$ cat src/rtl/irr_pkg.sv
package irr_pkg;

    localparam int VEC_W   = 8;
    localparam int DST_W   = 8;
    localparam int ENTRY_W = 23;

    typedef enum logic [2:0] {
        DLV_FIXED  = 3'b000,
        DLV_LOWPRI = 3'b001,
        DLV_SMI    = 3'b010,
        DLV_NMI    = 3'b100,
        DLV_INIT   = 3'b101,
        DLV_EXTINT = 3'b111
    } dlv_e;

    typedef struct packed {
        logic [DST_W-1:0] dest;
        logic             mask;
        logic             trig;
        logic             pol;
        logic             dmode;
        dlv_e             dlv;
        logic [VEC_W-1:0] vec;
    } entry_t;

    typedef struct packed {
        logic [DST_W-1:0] dest;
        dlv_e             dlv;
        logic             dmode;
        logic             level;
        logic             trig;
        logic [VEC_W-1:0] vec;
    } msg_t;

    function automatic logic is_lowpri(dlv_e d);
        return d == DLV_LOWPRI;
    endfunction

    function automatic logic is_ext(dlv_e d);
        return d == DLV_EXTINT;
    endfunction

endpackage

$ cat src/rtl/irr_edge.sv
module irr_edge #(
    parameter int NPINS = 8
) (
    input  logic             clk,
    input  logic             rst,
    input  logic [NPINS-1:0] pin_i,
    input  logic [NPINS-1:0] mask_i,
    input  logic [NPINS-1:0] clr_i,
    output logic [NPINS-1:0] pend_o
);
    logic [NPINS-1:0] lvl_q;
    logic [NPINS-1:0] pend_q;
    logic [NPINS-1:0] rise;

    assign rise   = pin_i & ~lvl_q;
    assign pend_o = pend_q;

    always_ff @(posedge clk) begin
        if (rst) begin
            lvl_q  <= '0;
            pend_q <= '0;
        end else begin
            lvl_q  <= pin_i;
            pend_q <= (pend_q & ~clr_i) | (rise & ~mask_i);
        end
    end
endmodule

$ cat src/rtl/irr_pick.sv
module irr_pick #(
    parameter int NPINS = 8,
    localparam int IDX_W = (NPINS > 1) ? $clog2(NPINS) : 1
) (
    input  logic [NPINS-1:0] pend_i,
    output logic             any_o,
    output logic [IDX_W-1:0] idx_o
);
    always_comb begin
        idx_o = '0;
        for (int i = NPINS - 1; i >= 0; i--) begin
            if (pend_i[i]) idx_o = IDX_W'(i);
        end
    end

    assign any_o = |pend_i;
endmodule

$ cat src/rtl/irr_resolve.sv
module irr_resolve
    import irr_pkg::*;
#(
    parameter int NCPU  = 4,
    parameter int OFS_W = 8
) (
    input  logic [DST_W-1:0]  dest_i,
    input  dlv_e              dlv_i,
    input  logic              dmode_i,
    input  logic [NCPU*8-1:0] ldr_i,
    input  logic [OFS_W-1:0]  ofs_i,
    output logic [NCPU-1:0]   tgt_o,
    output logic              illegal_o,
    output logic              empty_o,
    output logic              rr_o
);
    localparam int CNT_W = $clog2(NCPU + 1);

    logic [NCPU-1:0]  phys_map;
    logic [NCPU-1:0]  logi_map;
    logic [NCPU-1:0]  base;
    logic [NCPU-1:0]  sel;
    logic [CNT_W-1:0] cnt;
    logic [OFS_W-1:0] pos;
    logic [OFS_W-1:0] seen;

    genvar g;
    generate
        for (g = 0; g < NCPU; g++) begin : g_cpu
            assign logi_map[g] = |(ldr_i[g*8 +: 8] & dest_i);
            assign phys_map[g] = (dest_i == 8'hFF) || (dest_i == DST_W'(g));
        end
    endgenerate

    assign base = dmode_i ? logi_map : phys_map;

    always_comb begin
        cnt = '0;
        for (int i = 0; i < NCPU; i++) cnt = cnt + CNT_W'(base[i]);
    end

    assign pos = ofs_i % ((cnt == '0) ? OFS_W'(1) : OFS_W'(cnt));

    always_comb begin
        sel  = '0;
        seen = '0;
        for (int i = 0; i < NCPU; i++) begin
            if (base[i]) begin
                if (seen == pos) sel[i] = 1'b1;
                seen = seen + 1'b1;
            end
        end
    end

    assign illegal_o = !dmode_i && is_lowpri(dlv_i);
    assign rr_o      = dmode_i && is_lowpri(dlv_i) && (cnt != '0);
    assign tgt_o     = rr_o ? sel : base;
    assign empty_o   = !illegal_o && (tgt_o == '0);
endmodule

$ cat src/rtl/irr_dest_resolver.sv
module irr_dest_resolver
    import irr_pkg::*;
#(
    parameter int NPINS = 8,
    parameter int NCPU  = 4,
    parameter int OFS_W = 8
) (
    input  logic                     clk,
    input  logic                     rst,
    input  logic [NPINS-1:0]         pin_i,
    input  logic [NPINS*ENTRY_W-1:0] redir_i,
    input  logic [NCPU*8-1:0]        ldr_i,
    input  logic [7:0]               ext_vec_i,
    output logic                     ext_ack_o,
    input  logic                     msg_ready_i,
    output logic                     msg_valid_o,
    output logic [7:0]               msg_vec_o,
    output logic [7:0]               msg_dest_o,
    output logic [2:0]               msg_dlv_o,
    output logic                     msg_dmode_o,
    output logic                     msg_level_o,
    output logic                     msg_trig_o,
    output logic [NCPU-1:0]          msg_tgt_o,
    output logic                     illegal_o,
    output logic                     empty_o
);
    localparam int IDX_W = (NPINS > 1) ? $clog2(NPINS) : 1;

    entry_t           ent [NPINS];
    logic [NPINS-1:0] mask_v;
    logic [NPINS-1:0] pend;
    logic [NPINS-1:0] clr;
    logic             any;
    logic [IDX_W-1:0] idx;
    entry_t           cur;
    logic             take;

    logic [NCPU-1:0]  r_tgt;
    logic             r_illegal;
    logic             r_empty;
    logic             r_rr;

    msg_t             msg_q;
    logic [NCPU-1:0]  tgt_q;
    logic             valid_q;
    logic             illegal_q;
    logic             empty_q;
    logic             ack_q;
    logic [OFS_W-1:0] ofs_q;

    genvar g;
    generate
        for (g = 0; g < NPINS; g++) begin : g_ent
            assign ent[g]    = entry_t'(redir_i[g*ENTRY_W +: ENTRY_W]);
            assign mask_v[g] = ent[g].mask;
        end
    endgenerate

    irr_edge #(.NPINS(NPINS)) edge_i (
        .clk    (clk),
        .rst    (rst),
        .pin_i  (pin_i),
        .mask_i (mask_v),
        .clr_i  (clr),
        .pend_o (pend)
    );

    irr_pick #(.NPINS(NPINS)) pick_i (
        .pend_i (pend),
        .any_o  (any),
        .idx_o  (idx)
    );

    assign take = any && !valid_q;
    assign clr  = take ? (NPINS'(1) << idx) : '0;
    assign cur  = ent[idx];

    irr_resolve #(.NCPU(NCPU), .OFS_W(OFS_W)) res_i (
        .dest_i    (cur.dest),
        .dlv_i     (cur.dlv),
        .dmode_i   (cur.dmode),
        .ldr_i     (ldr_i),
        .ofs_i     (ofs_q),
        .tgt_o     (r_tgt),
        .illegal_o (r_illegal),
        .empty_o   (r_empty),
        .rr_o      (r_rr)
    );

    always_ff @(posedge clk) begin
        if (rst) begin
            valid_q   <= 1'b0;
            illegal_q <= 1'b0;
            empty_q   <= 1'b0;
            ack_q     <= 1'b0;
            ofs_q     <= '0;
            msg_q     <= '0;
            tgt_q     <= '0;
        end else begin
            illegal_q <= 1'b0;
            empty_q   <= 1'b0;
            ack_q     <= 1'b0;
            if (valid_q && msg_ready_i) valid_q <= 1'b0;
            if (take) begin
                if (r_illegal) begin
                    illegal_q <= 1'b1;
                end else if (r_empty) begin
                    empty_q <= 1'b1;
                end else begin
                    valid_q     <= 1'b1;
                    tgt_q       <= r_tgt;
                    msg_q.dest  <= cur.dest;
                    msg_q.dlv   <= cur.dlv;
                    msg_q.dmode <= cur.dmode;
                    msg_q.level <= cur.pol;
                    msg_q.trig  <= cur.trig;
                    msg_q.vec   <= is_ext(cur.dlv) ? ext_vec_i : cur.vec;
                    ack_q       <= is_ext(cur.dlv);
                    if (r_rr) ofs_q <= ofs_q + 1'b1;
                end
            end
        end
    end

    assign msg_valid_o = valid_q;
    assign msg_vec_o   = msg_q.vec;
    assign msg_dest_o  = msg_q.dest;
    assign msg_dlv_o   = msg_q.dlv;
    assign msg_dmode_o = msg_q.dmode;
    assign msg_level_o = msg_q.level;
    assign msg_trig_o  = msg_q.trig;
    assign msg_tgt_o   = tgt_q;
    assign illegal_o   = illegal_q;
    assign empty_o     = empty_q;
    assign ext_ack_o   = ack_q;
endmodule

$ cat config.mk
export PLATFORM = sky130hd
export DESIGN_NAME = irr_dest_resolver
export DESIGN_NICKNAME = d
export VERILOG_FILES = /design/src/rtl/irr_pkg.sv /design/src/rtl/irr_edge.sv /design/src/rtl/irr_pick.sv /design/src/rtl/irr_resolve.sv /design/src/rtl/irr_dest_resolver.sv
export SDC_FILE = /design/constraint.sdc
export NUM_CORES = 1
export LEC_CHECK = 0
export ABC_AREA = 1
export BUFFER_PORTS_ARGS = -buffer_cell sky130_fd_sc_hd__buf_2
export CAP_MARGIN = 10
export CORE_UTILIZATION = 52
export CTS_CLUSTER_SIZE = 40
export DETAILED_ROUTE_END_ITERATION = 8
export GPL_TIMING_DRIVEN = 0
export MAX_ROUTING_LAYER = met4
export PLACE_DENSITY = 0.88
export SYNTH_ARGS = -nofsm -noshare
export SYNTH_HDL_FRONTEND = slang
export SYNTH_SLANG_ARGS = --single-unit
$ cat constraint.sdc
create_clock -name clk -period 40 [get_ports clk]
set_input_delay 4 -clock clk [delete_from_list [all_inputs] [get_ports clk]]
set_output_delay 4 -clock clk [all_outputs]
set_load 0.05 [all_outputs]
==> flow_metrics.tcl, run 1 <==
set metrics [dict create \
    yosysMostFrequentCell "nand2_1" \
    cts-hold-fix-buffers 0 \
    setup_tns_ps 0 \
    rrSetupSlack_ps 24840 \
    clock_sinks 54 \
    cts_tree "built" \
    max_stage_delay_ps 430 \
    finClkSkew_ps 14.6 \
    critPathRequiredTime_ps 40270 \
    seq_area_frac_synth_pct 18.8 \
    hold_path_depth 2 \
    htree_levels 2 \
    antenna_found_initial 1 \
    min_period_ps 17290 \
    clk_pin_slew_ps 120 \
    ctsLongestPathBuffers 2 \
    routed_wl_mm 22.4 \
    ys.flop_type "dfxtp_1" \
    tightest_slew_ps 1010 \
    start_util_pct 53.3 \
    start_kind "primary input" \
    cts-root-buf "clkbuf_8" \
    critical_path_buf_inv_count 18 \
    critical_path_arrival_ps 17560 \
    ctsResizeCount 0 \
    clkLatencyLatePin_ps 330 \
    area_delta_synth_final_pct 28.1 \
    synth_edf_count 0 \
    drive_above_1_share_pct 29.2 \
    avgRoutedWirePerCell_um 16.5 \
    yosysTopAreaCell "dfxtp_1" \
    synth_top_area_share_pct 18.8 \
    hold_path_end "msg_vec_o[1]" \
    cp_slowest_cell "fa_1" \
    maxCapViolCount 0 \
    yosysUniqueCellTypes 51 \
    boundaryPins 265 \
    yosysWarnings 0 \
    worst_path_dominant_cell_family "simple AND/OR/NAND/NOR gates" \
    drtIter0Drc 704 \
    grt_pass1_wl_mm 35.0 \
    syn_avg_cell_area_sq_um 6.11 \
    vias 7621 \
    fmax_mhz 57.8 \
    core-area_sq_um 10800 \
    setup_violations 0 \
    track_usage_pct 40.4 \
    r2r_end "msg_dest_o[1]" \
    gp_congestion 0.968 \
    grt_max_degree 19 \
    relSlewSlack_pct 31.9 \
    r2r_cells 93 \
    final.period_utilization_pct 43.2 \
    netlist_top_cells_area "dfxtp_1 19%, nand2_1 18%, inv_1 6.6%, ha_1 6.1%, nor2_1 5.5%" \
    drcViolationCount 0 \
    synth_commonest_cells "283 x nand2_1, 101 x inv_1, 84 x nor2_1" \
    hold_viol 0 \
    layout.nets 1478 \
    synthArstFlopShare_pct 0 \
    rsz0062_at_grt "no" \
    outcome "completed" \
    dr.pass1.iters 7 \
    rr_startpoint "edge_i.pend_o[1]" \
    overflow 0 \
    die_width_um 107 \
    cts_setup_buffers 0 \
    end_kind "flip-flop" \
    cts_buffers 5 \
    ant_nets 0 \
    slew_viol_final 0 \
    synth_seq_cells 54 \
    grt_pass1_vias 7069 \
    die-area_sq_um 11500 \
    syn_inst 942 \
    worst_path_most_repeated_cell "nand2_1" \
    dieHeight_um 107 \
    portBuffers 264 \
    critPathKind "in -> reg" \
    worstHoldPathType "reg -> reg" \
    rows 38 \
    place_hpwl_mm 18.7 \
    worst-path-max-fanout 10 \
    synth_fp_nets 1207 \
    min-delay-start "msg_vec_o[1]" \
    vias_per_cell 5.62 \
    synth_area_sq_um 5750 \
]
-- cells in the final DEF (no fill, tap or decap), types with 5 or more instances in the layout --
cell type and count:
nand2_1 283, buf_2 268, inv_1 101, nor2_1 84, nand3_1 60, dfxtp_1 54, o21ai_0 40, a21oi_1 39
a221oi_1 33, nand4_1 29, ha_1 28, clkbuf_1 26, nor3_1 14, nand2_2 14, inv_2 13, nor2_2 12
xor2_1 11, or3_1 8, o221a_2 6, o221ai_1 6, nand3_2 6, nand2_4 6, a221o_1 6, nor2_4 5
o21ai_1 5, clkbuf_8 5
-- layer usage --
metal | routed length [um] | vias up | global-route usage, %
met5 | 0 | - | -
met4 | 791 | 0 | 14.6
met3 | 2470 | 58 | 6.99
met2 | 10200 | 409 | 66.7
met1 | 8900 | 3447 | 49.5
li1 | - | 3707 | -
-- logic make-up (layout without fill, tap and decap cells) --
group           count (synthesis)  count (layout)  synth area share, %
fa+ha+maj                      30              30                 6.78
compound gates                158             158                 18.9
flops                          54              54                 18.8
mux                             2               2                0.391
simple gates                  533             533                 42.5
xor+xnor                       15              15                 2.28
other cells                     0               2                    0
buf+inv                       150             422                 10.4
-- flip-flops by register name, summed over array words and instances (netlist names), 3 cells and up --
register and flops:
edge_i.lvl_q 8, msg_vec_o 8, msg_tgt_o 4, ofs_q 8, msg_dest_o 8, edge_i.pend_o 8, msg_dlv_o 3
-- tightest hold or removal path: stages (launching register included) --
cell and delay [ps]:
dfxtp_1 330, nand2_1 60, a21oi_1 60
-- area by class of cell --
| cell class | instances | area, sq um |
|---|---|---|
| multi-input combinational | 738 | 4080 |
| fill | 1012 | 3420 |
| clock buffer | 5 | 68.8 |
| timing repair buffer | 264 | 1320 |
| tap | 140 | 175 |
| inverter | 115 | 433 |
| sequential | 54 | 1080 |
| buffer | 35 | 164 |
| antenna | 2 | 5.00 |
| clock inverter | 3 | 47.5 |
-- worst max-delay path by stage --
stage                           start             to  slack, ps  cells past startpoint
after detailed placement  redir_i[66]   msg_vec_o[7]      22570                     87
after CTS                 redir_i[66]   msg_tgt_o[3]      22890                     87
after global routing      redir_i[65]   msg_vec_o[7]      21230                     84
after floorplan           redir_i[65]  msg_dest_o[0]      24500                     85
after global placement    redir_i[88]  msg_dest_o[2]      22870                     87
final                     redir_i[66]  msg_dest_o[1]      22710                     86
-- stage by stage --
step,worst slack [ps],hold WS (ps),utilization [%],instances,cell area [sq um]
after floorplan,24500,450,-,942,5750
after global placement,22870,462,67.2,1346,7250
after detailed placement,22570,463,67.2,1346,7250
after CTS,22890,486,68.3,1354,7370
after global routing,21230,498,68.3,1355,7370
final,22710,490,68.3,1356,7370
Power of run 1 is not shown: default switching activity piles up to over one toggle a cycle in this logic, so the estimate is an artifact.
==> inputs of run 2 (changes only) <==
ABC_AREA = 0   (was 1)
CORE_UTILIZATION = 44   (was 52)
PLACE_DENSITY = 0.78   (was 0.88)
clock period = 15.4 ns   (was 40 ns; I/O delays follow)
==> flow_metrics.tcl, run 2 <==
set metrics [dict create \
    synthArstFlopShare_pct 0 \
    avgRoutedWirePerCell_um 22.4 \
    critPathKind "in -> reg" \
    synthAdderAreaFrac_pct 6.69 \
    synth_top_family_by_area "compound AO/OA/AOI/OAI gates" \
    syn_inst 799 \
    cts_buffers 5 \
    clock_sinks 54 \
    synth-simple-area-share_pct 25.5 \
    synth_area_sq_um 5980 \
    synth_top_area_share_pct 18.1 \
    grt_pass1_vias 7743 \
    core-area_sq_um 13200 \
    ctsLongestPathBuffers 2 \
    muxShareOfSynthArea_pct 7.34 \
    hold_viol 0 \
    portBuffers 263 \
    fin_ws_ps -13.2 \
    routed_wl_mm 29.8 \
    die_width_um 119 \
    slew_viol_final 0 \
    synth_seq_cells 54 \
    cts_tree "built" \
    clkLatencyLatePin_ps 300 \
    layout.nets 1412 \
    synth_compound_area_share_pct 35.0 \
    boundaryPins 265 \
    yosysMostFrequentCell "nand2_1" \
    start_util_pct 45.2 \
    seq_area_frac_synth_pct 18.1 \
    violations "setup timing" \
    overflow 0 \
    worstHoldPathType "reg -> reg" \
    ys.flop_type "dfxtp_1" \
    rsz0062_at_grt "yes" \
    hold_path_end "msg_dlv_o[1]" \
    place_hpwl_mm 21.7 \
    r2r_end "msg_trig_o" \
    final_cell_mix "263 x buf_2, 74 x nand2_1, 73 x buf_4" \
    drive_above_1_share_pct 44.7 \
    cts-hold-fix-buffers 0 \
    hold_path_depth 2 \
    relSlewSlack_pct 16.7 \
    worst-path-max-fanout 7 \
    rrSetupSlack_ps 40 \
    tightest_slew_ps 1230 \
    ant_nets 0 \
    grt_max_degree 19 \
    yosysWarnings 0 \
    min_period_ps 15410 \
    final.period_utilization_pct 100 \
    htree_levels 2 \
    area_delta_synth_final_pct 54.0 \
    worst_path_most_repeated_cell "ha_4" \
    synth_edf_count 0 \
    rows 42 \
    r2r_cells 76 \
    yosysTopAreaCell "dfxtp_1" \
    yosysUniqueCellTypes 94 \
    grt_pass1_wl_mm 42.3 \
    drcViolationCount 0 \
    syn_avg_cell_area_sq_um 7.49 \
    setup_violations 1 \
    max_stage_delay_ps 540 \
    rr_startpoint "edge_i.pend_o[5]" \
    end_kind "flip-flop" \
    netlist_top_cells_area "dfxtp_1 18%, mux2i_1 6.0%, ha_1 5.9%, nand2_1 5.4%, a21oi_1 4.9%" \
    maxCapViolCount 0 \
    dieHeight_um 119 \
    cts-root-buf "clkbuf_16" \
    track_usage_pct 40.4 \
    synth_fp_nets 1064 \
    vias 8446 \
    post-route-util_pct 69.6 \
    min-delay-start "msg_dlv_o[1]" \
    cp_slowest_cell "or4_4" \
    synth_commonest_cells "86 x nand2_1, 73 x nor2_1, 58 x a21oi_1" \
    synth_xor_area_share_pct 1.74 \
    clk_pin_slew_ps 70 \
    die-area_sq_um 14100 \
    fmax_mhz 64.9 \
    start_kind "primary input" \
    finClkSkew_ps 9.50 \
    antenna_found_initial 4 \
    vias_per_cell 6.36 \
    critPathRequiredTime_ps 15620 \
    outcome "finished, violations left" \
    drtIter0Drc 857 \
    gp_congestion 1.08 \
    dr.pass1.iters 8 \
    final_common_cell "buf_2" \
    critical_path_arrival_ps 15640 \
    setup_tns_ps -13.2 \
]
-- run 2: cell types whose count changed in the layout (fill, tap and decap cells not counted), moves of 12 or more --
cell      delta
inv_1       -67
nor2b_1     +22
a221oi_1    -13
ha_1        -12
o21ai_0     -24
nand3_1     -37
nand2_1    -209
nand4_1     -24
nor2_1      -20
buf_4       +72
mux2i_1     +29
-- run 2: logic make-up (layout without fill, tap and decap cells) --
logic type	after synthesis	count (layout)
other	0	4
muxes	42	42
adders and majority gates	31	31
DFF	54	54
xor gates and xnor gates	11	11
AOI/OAI and AO/OA	269	269
and+or+nand+nor	307	307
buffers and inverters	85	434
-- run 2: layout make-up --
type                    instances  area (sq um)
fillers                      1097          4030
clock buffers                   5           125
clock inverters                 3          47.5
plain buffers                  40           198
flip-flops and latches         54          1080
repair buffers                345          1990
inverters                      41           159
well taps                     176           220
multi-input cells             660          5380
diodes                          4          10.0
-- run 2: worst max-delay path, delay by kind of cell --
family	cells	cell delay, ps
multiplexers	7	2010
buffers and inverters	9	880
adder cells (fa/ha/maj)	11	3090
AND/OR/NAND/NOR	20	3490
AO/OA/AOI/OAI	27	4610
-- run 2: how the worst max path moves through the flow --
stage	startpoint	endpoint	slack, ps
after global placement	edge_i.pend_o[1]	msg_dest_o[2]	-2010
after global routing	redir_i[155]	msg_trig_o	-520
after CTS	redir_i[155]	msg_dmode_o	4
after floorplan	redir_i[155]	msg_dest_o[2]	3
final	redir_i[155]	msg_trig_o	-10
after detailed placement	edge_i.pend_o[1]	msg_dest_o[2]	-2220
-- run 2: metrics by stage --
step	instance area, sq um	hold slack [ps]	setup slack (ps)	instances
4_1_cts	8700	454	4.16	1301
5_1_grt	9210	480	-522	1327
3_3_place_gp	7720	438	-2010	1238
6_report	9210	455	-13.2	1328
2_1_floorplan	6180	470	3.49	799
3_5_place_dp	7720	443	-2220	1238
-- run 2: what timing repair did --
item	4_1_cts	5_1_grt
setup endpoints to repair	37	37
pin swaps	50	68
setup buffers	55	32
endpoints found under the hold margin	0	0
gates cloned	2	2
gates resized for setup	82	74
-- run 2: per-layer routing --
layer	share of wire, %	wire length (um)	global-route usage (%)
met1	37	11000	46.6
met2	46	13700	64.6
met3	9.8	2920	7.14
met4	7.3	2170	25.9
met5	0	0	-
Power of run 2 is left out for the same reason.
==> inputs of run 3 (changes only) <==
BUFFER_PORTS_ARGS = default   (was -buffer_cell sky130_fd_sc_hd__buf_2)
CORE_UTILIZATION = 60   (was 44)
DONT_BUFFER_PORTS = 1   (was default)
PLACE_DENSITY = 0.79   (was 0.78)
==> flow_metrics.tcl, run 3 <==
set metrics [dict create \
    outcome "aborted with a tool error" \
    flow.stopped_at "global routing (5_1_grt)" \
    error_message "[ERROR GRT-0232] Routing congestion too high. Check the congestion heatmap in the GUI." \
    clock_sinks 54 \
    gp_congestion 1.03 \
    cts_buffers 5 \
    synth_area_sq_um 5980 \
    syn_avg_cell_area_sq_um 7.49 \
    place_hpwl_mm 20.1 \
    ctsLongestPathBuffers 2 \
    cts-root-buf "clkbuf_8" \
    synth_top_area_share_pct 18.1 \
    die_width_um 102 \
    cts-hold-fix-buffers 0 \
    synth_seq_cells 54 \
    endpoint_type "sequential cell input" \
    dpl_cell_area_sq_um 6350 \
    worst_endpoint "msg_vec_o[7]$_SDFFE_PP0P_/D" \
    portBuffers 0 \
    htree_levels 2 \
    rows 36 \
    netlist_top_cells_area "dfxtp_1 18%, mux2i_1 6.0%, ha_1 5.9%, nand2_1 5.4%, a21oi_1 4.9%" \
    synth_edf_count 0 \
    start_util_pct 61.5 \
    seq_area_frac_synth_pct 18.1 \
    overflow 20 \
    track_usage_pct 76.6 \
    synth_commonest_cells "86 x nand2_1, 73 x nor2_1, 58 x a21oi_1" \
    synth_fp_nets 1064 \
    yosysTopAreaCell "dfxtp_1" \
    dieHeight_um 102 \
    ys.flop_type "dfxtp_1" \
    grt_max_degree 20 \
    syn_inst 799 \
    yosysMostFrequentCell "nand2_1" \
    yosysUniqueCellTypes 94 \
    yosysWarnings 0 \
    synthArstFlopShare_pct 0 \
    boundaryPins 265 \
]
## run 3: logic make-up after synthesis
family | after synthesis | share of synthesized area [%]
AND/OR/NAND/NOR | 307 | 25.5
buffers and inverters | 85 | 5.65
multiplexers | 42 | 7.34
adder cells (fa/ha/maj) | 31 | 6.69
AO/OA/AOI/OAI | 269 | 35.0
flip-flops | 54 | 18.1
XOR/XNOR | 11 | 1.74
## run 3: per-stage QoR
step,cells,setup slack (ps)
floorplan,799,3.49
global placement,932,-1540
detailed placement,932,-1930
CTS,990,7.73
## run 3: repair_timing
| action | in CTS |
|---|---|
| gates resized for setup | 73 |
| setup buffers | 49 |
| pin swaps | 39 |
| endpoints found under the setup margin | 37 |
| gates cloned | 3 |
| endpoints found under the hold margin | 0 |
## run 3: routing by layer
| layer | track usage, % | GRT overflow |
|---|---|---|
| met1 | 80.6 | 2 |
| met2 | 91.8 | 16 |
| met3 | 59.2 | 0 |
| met4 | 61.9 | 2 |
| met5 | - | - |
==> inputs of run 4 (changes only) <==
CORE_UTILIZATION = 40   (was 60)
CTS_CLUSTER_SIZE = default   (was 40)
MAX_ROUTING_LAYER = default   (was met4)
PLACE_DENSITY = default   (was 0.79)
PLACE_DENSITY_LB_ADDON = 0.15   (was default)
clock period = 20 ns   (was 15.4 ns; I/O delays follow)
==> flow_metrics.tcl, run 4 (synthesized netlist as in run 2, its figures left out) <==
set metrics [dict create \
    outcome "completed" \
    start_util_pct 41.0 \
    layout.nets 1074 \
    end_kind "flip-flop" \
    final_common_cell "nand2_1" \
    cp_slowest_cell "o41ai_4" \
    place_hpwl_mm 21.0 \
    maxCapViolCount 0 \
    critPathKind "in -> reg" \
    final_cell_mix "86 x nand2_1, 73 x nor2_1, 56 x a21oi_1" \
    grt_pass1_vias 6432 \
    htree_levels 2 \
    min-delay-start "ofs_q[4]" \
    area_delta_synth_final_pct 8.12 \
    worstHoldPathType "reg -> reg" \
    grt_max_degree 16 \
    overflow 0 \
    portBuffers 0 \
    clock_sinks 54 \
    post-place-cells 983 \
    dr.pass1.iters 8 \
    ctsLongestPathBuffers 2 \
    clkLatencyLatePin_ps 290 \
    grt_pass1_wl_mm 37.8 \
    worst_path_most_repeated_cell "ha_1" \
    clk_pin_slew_ps 70 \
    fillCellCount 1517 \
    drtIter0Drc 548 \
    avgRoutedWirePerCell_um 25.3 \
    start_kind "primary input" \
    critical_path_arrival_ps 19050 \
    rrSetupSlack_ps 1570 \
    r2r_end "msg_dest_o[2]" \
    rows 44 \
    ant_nets 0 \
    routed_wl_mm 25.1 \
    core-area_sq_um 14600 \
    vias_per_cell 6.61 \
    hold_viol 0 \
    vias 6573 \
    finClkSkew_ps 3.03 \
    max_stage_delay_ps 640 \
    drcViolationCount 0 \
    die-area_sq_um 15400 \
    boundaryPins 265 \
    antenna_found_initial 4 \
    critPathLaunch "redir_i[155]" \
    relSlewSlack_pct 36.7 \
    worst-path-max-fanout 10 \
    slew_viol_final 0 \
    fmax_mhz 52.9 \
    cts_tree "built" \
    cts-hold-fix-buffers 0 \
    final_cells 995 \
    cts_buffers 5 \
    r2r_cells 72 \
    cts-root-buf "clkbuf_16" \
    holdWs_ps 510 \
    post-route-util_pct 44.3 \
    dieHeight_um 124 \
    setup_violations 0 \
    min_period_ps 18890 \
    tightest_slew_ps 939 \
    drive_above_1_share_pct 7.41 \
    rr_startpoint "edge_i.pend_o[5]" \
    crit_end "msg_dest_o[2]" \
    critPathRequiredTime_ps 20160 \
    track_usage_pct 31.5 \
    gp_congestion 1.02 \
    rsz0062_at_grt "no" \
    final.period_utilization_pct 94.5 \
    die_width_um 124 \
]
==> run 4: layer usage <==
layer,global-route usage (%),share of wire [%]
met1,37.9,40
met2,56.2,50
met3,6.31,7.2
met4,9.07,2.8
met5,0,0.15
==> run 4: cell type report <==
cell class                 instances  area (sq um)  share of cell area (%)
multi-input combinational        660          4630                    71.6
antenna                            1          2.50                  0.0387
clock inverter                     1          30.0                   0.464
buffer                            44           184                    2.84
sequential                        54          1080                    16.7
clock buffer                       7           133                    2.05
tap                              184           230                    3.56
timing repair buffer               3          22.5                   0.348
inverter                          41           154                    2.38
==> run 4: worst min-delay path by stage <==
stage | end | cells past startpoint | slack [ps]
final | ofs_q[4] | 2 | 510
after CTS | ofs_q[4] | 2 | 520
after floorplan | edge_i.pend_o[1] | 3 | 470
after global routing | edge_i.pend_o[1] | 3 | 550
after global placement | ofs_q[4] | 2 | 490
after detailed placement | ofs_q[4] | 2 | 510
==> run 4: stage by stage <==
step	setup WS (ps)	instance area (sq um)	TNS (ps)
6_report	1110	6470	0
5_1_grt	25.5	6470	0
4_1_cts	215	6380	0
3_5_place_dp	-27.5	6220	-28.2
3_3_place_gp	327	6210	0
2_1_floorplan	2980	5980	0
==> run 4: what timing repair did <==
item                       CTS  global route
gates resized for setup      0            13
setup buffers                0             3
setup endpoints to repair    0            37
==> run 4: critical path, delay by kind of cell <==
family	cells	cell delay (ps)
buffers and inverters	6	1160
and+or+nand+nor	19	4180
xor gates and xnor gates	1	220
adders and majority gates	11	3760
muxes	7	1950
AOI/OAI and AO/OA	26	5690
Power of run 4 is left out for the same reason.
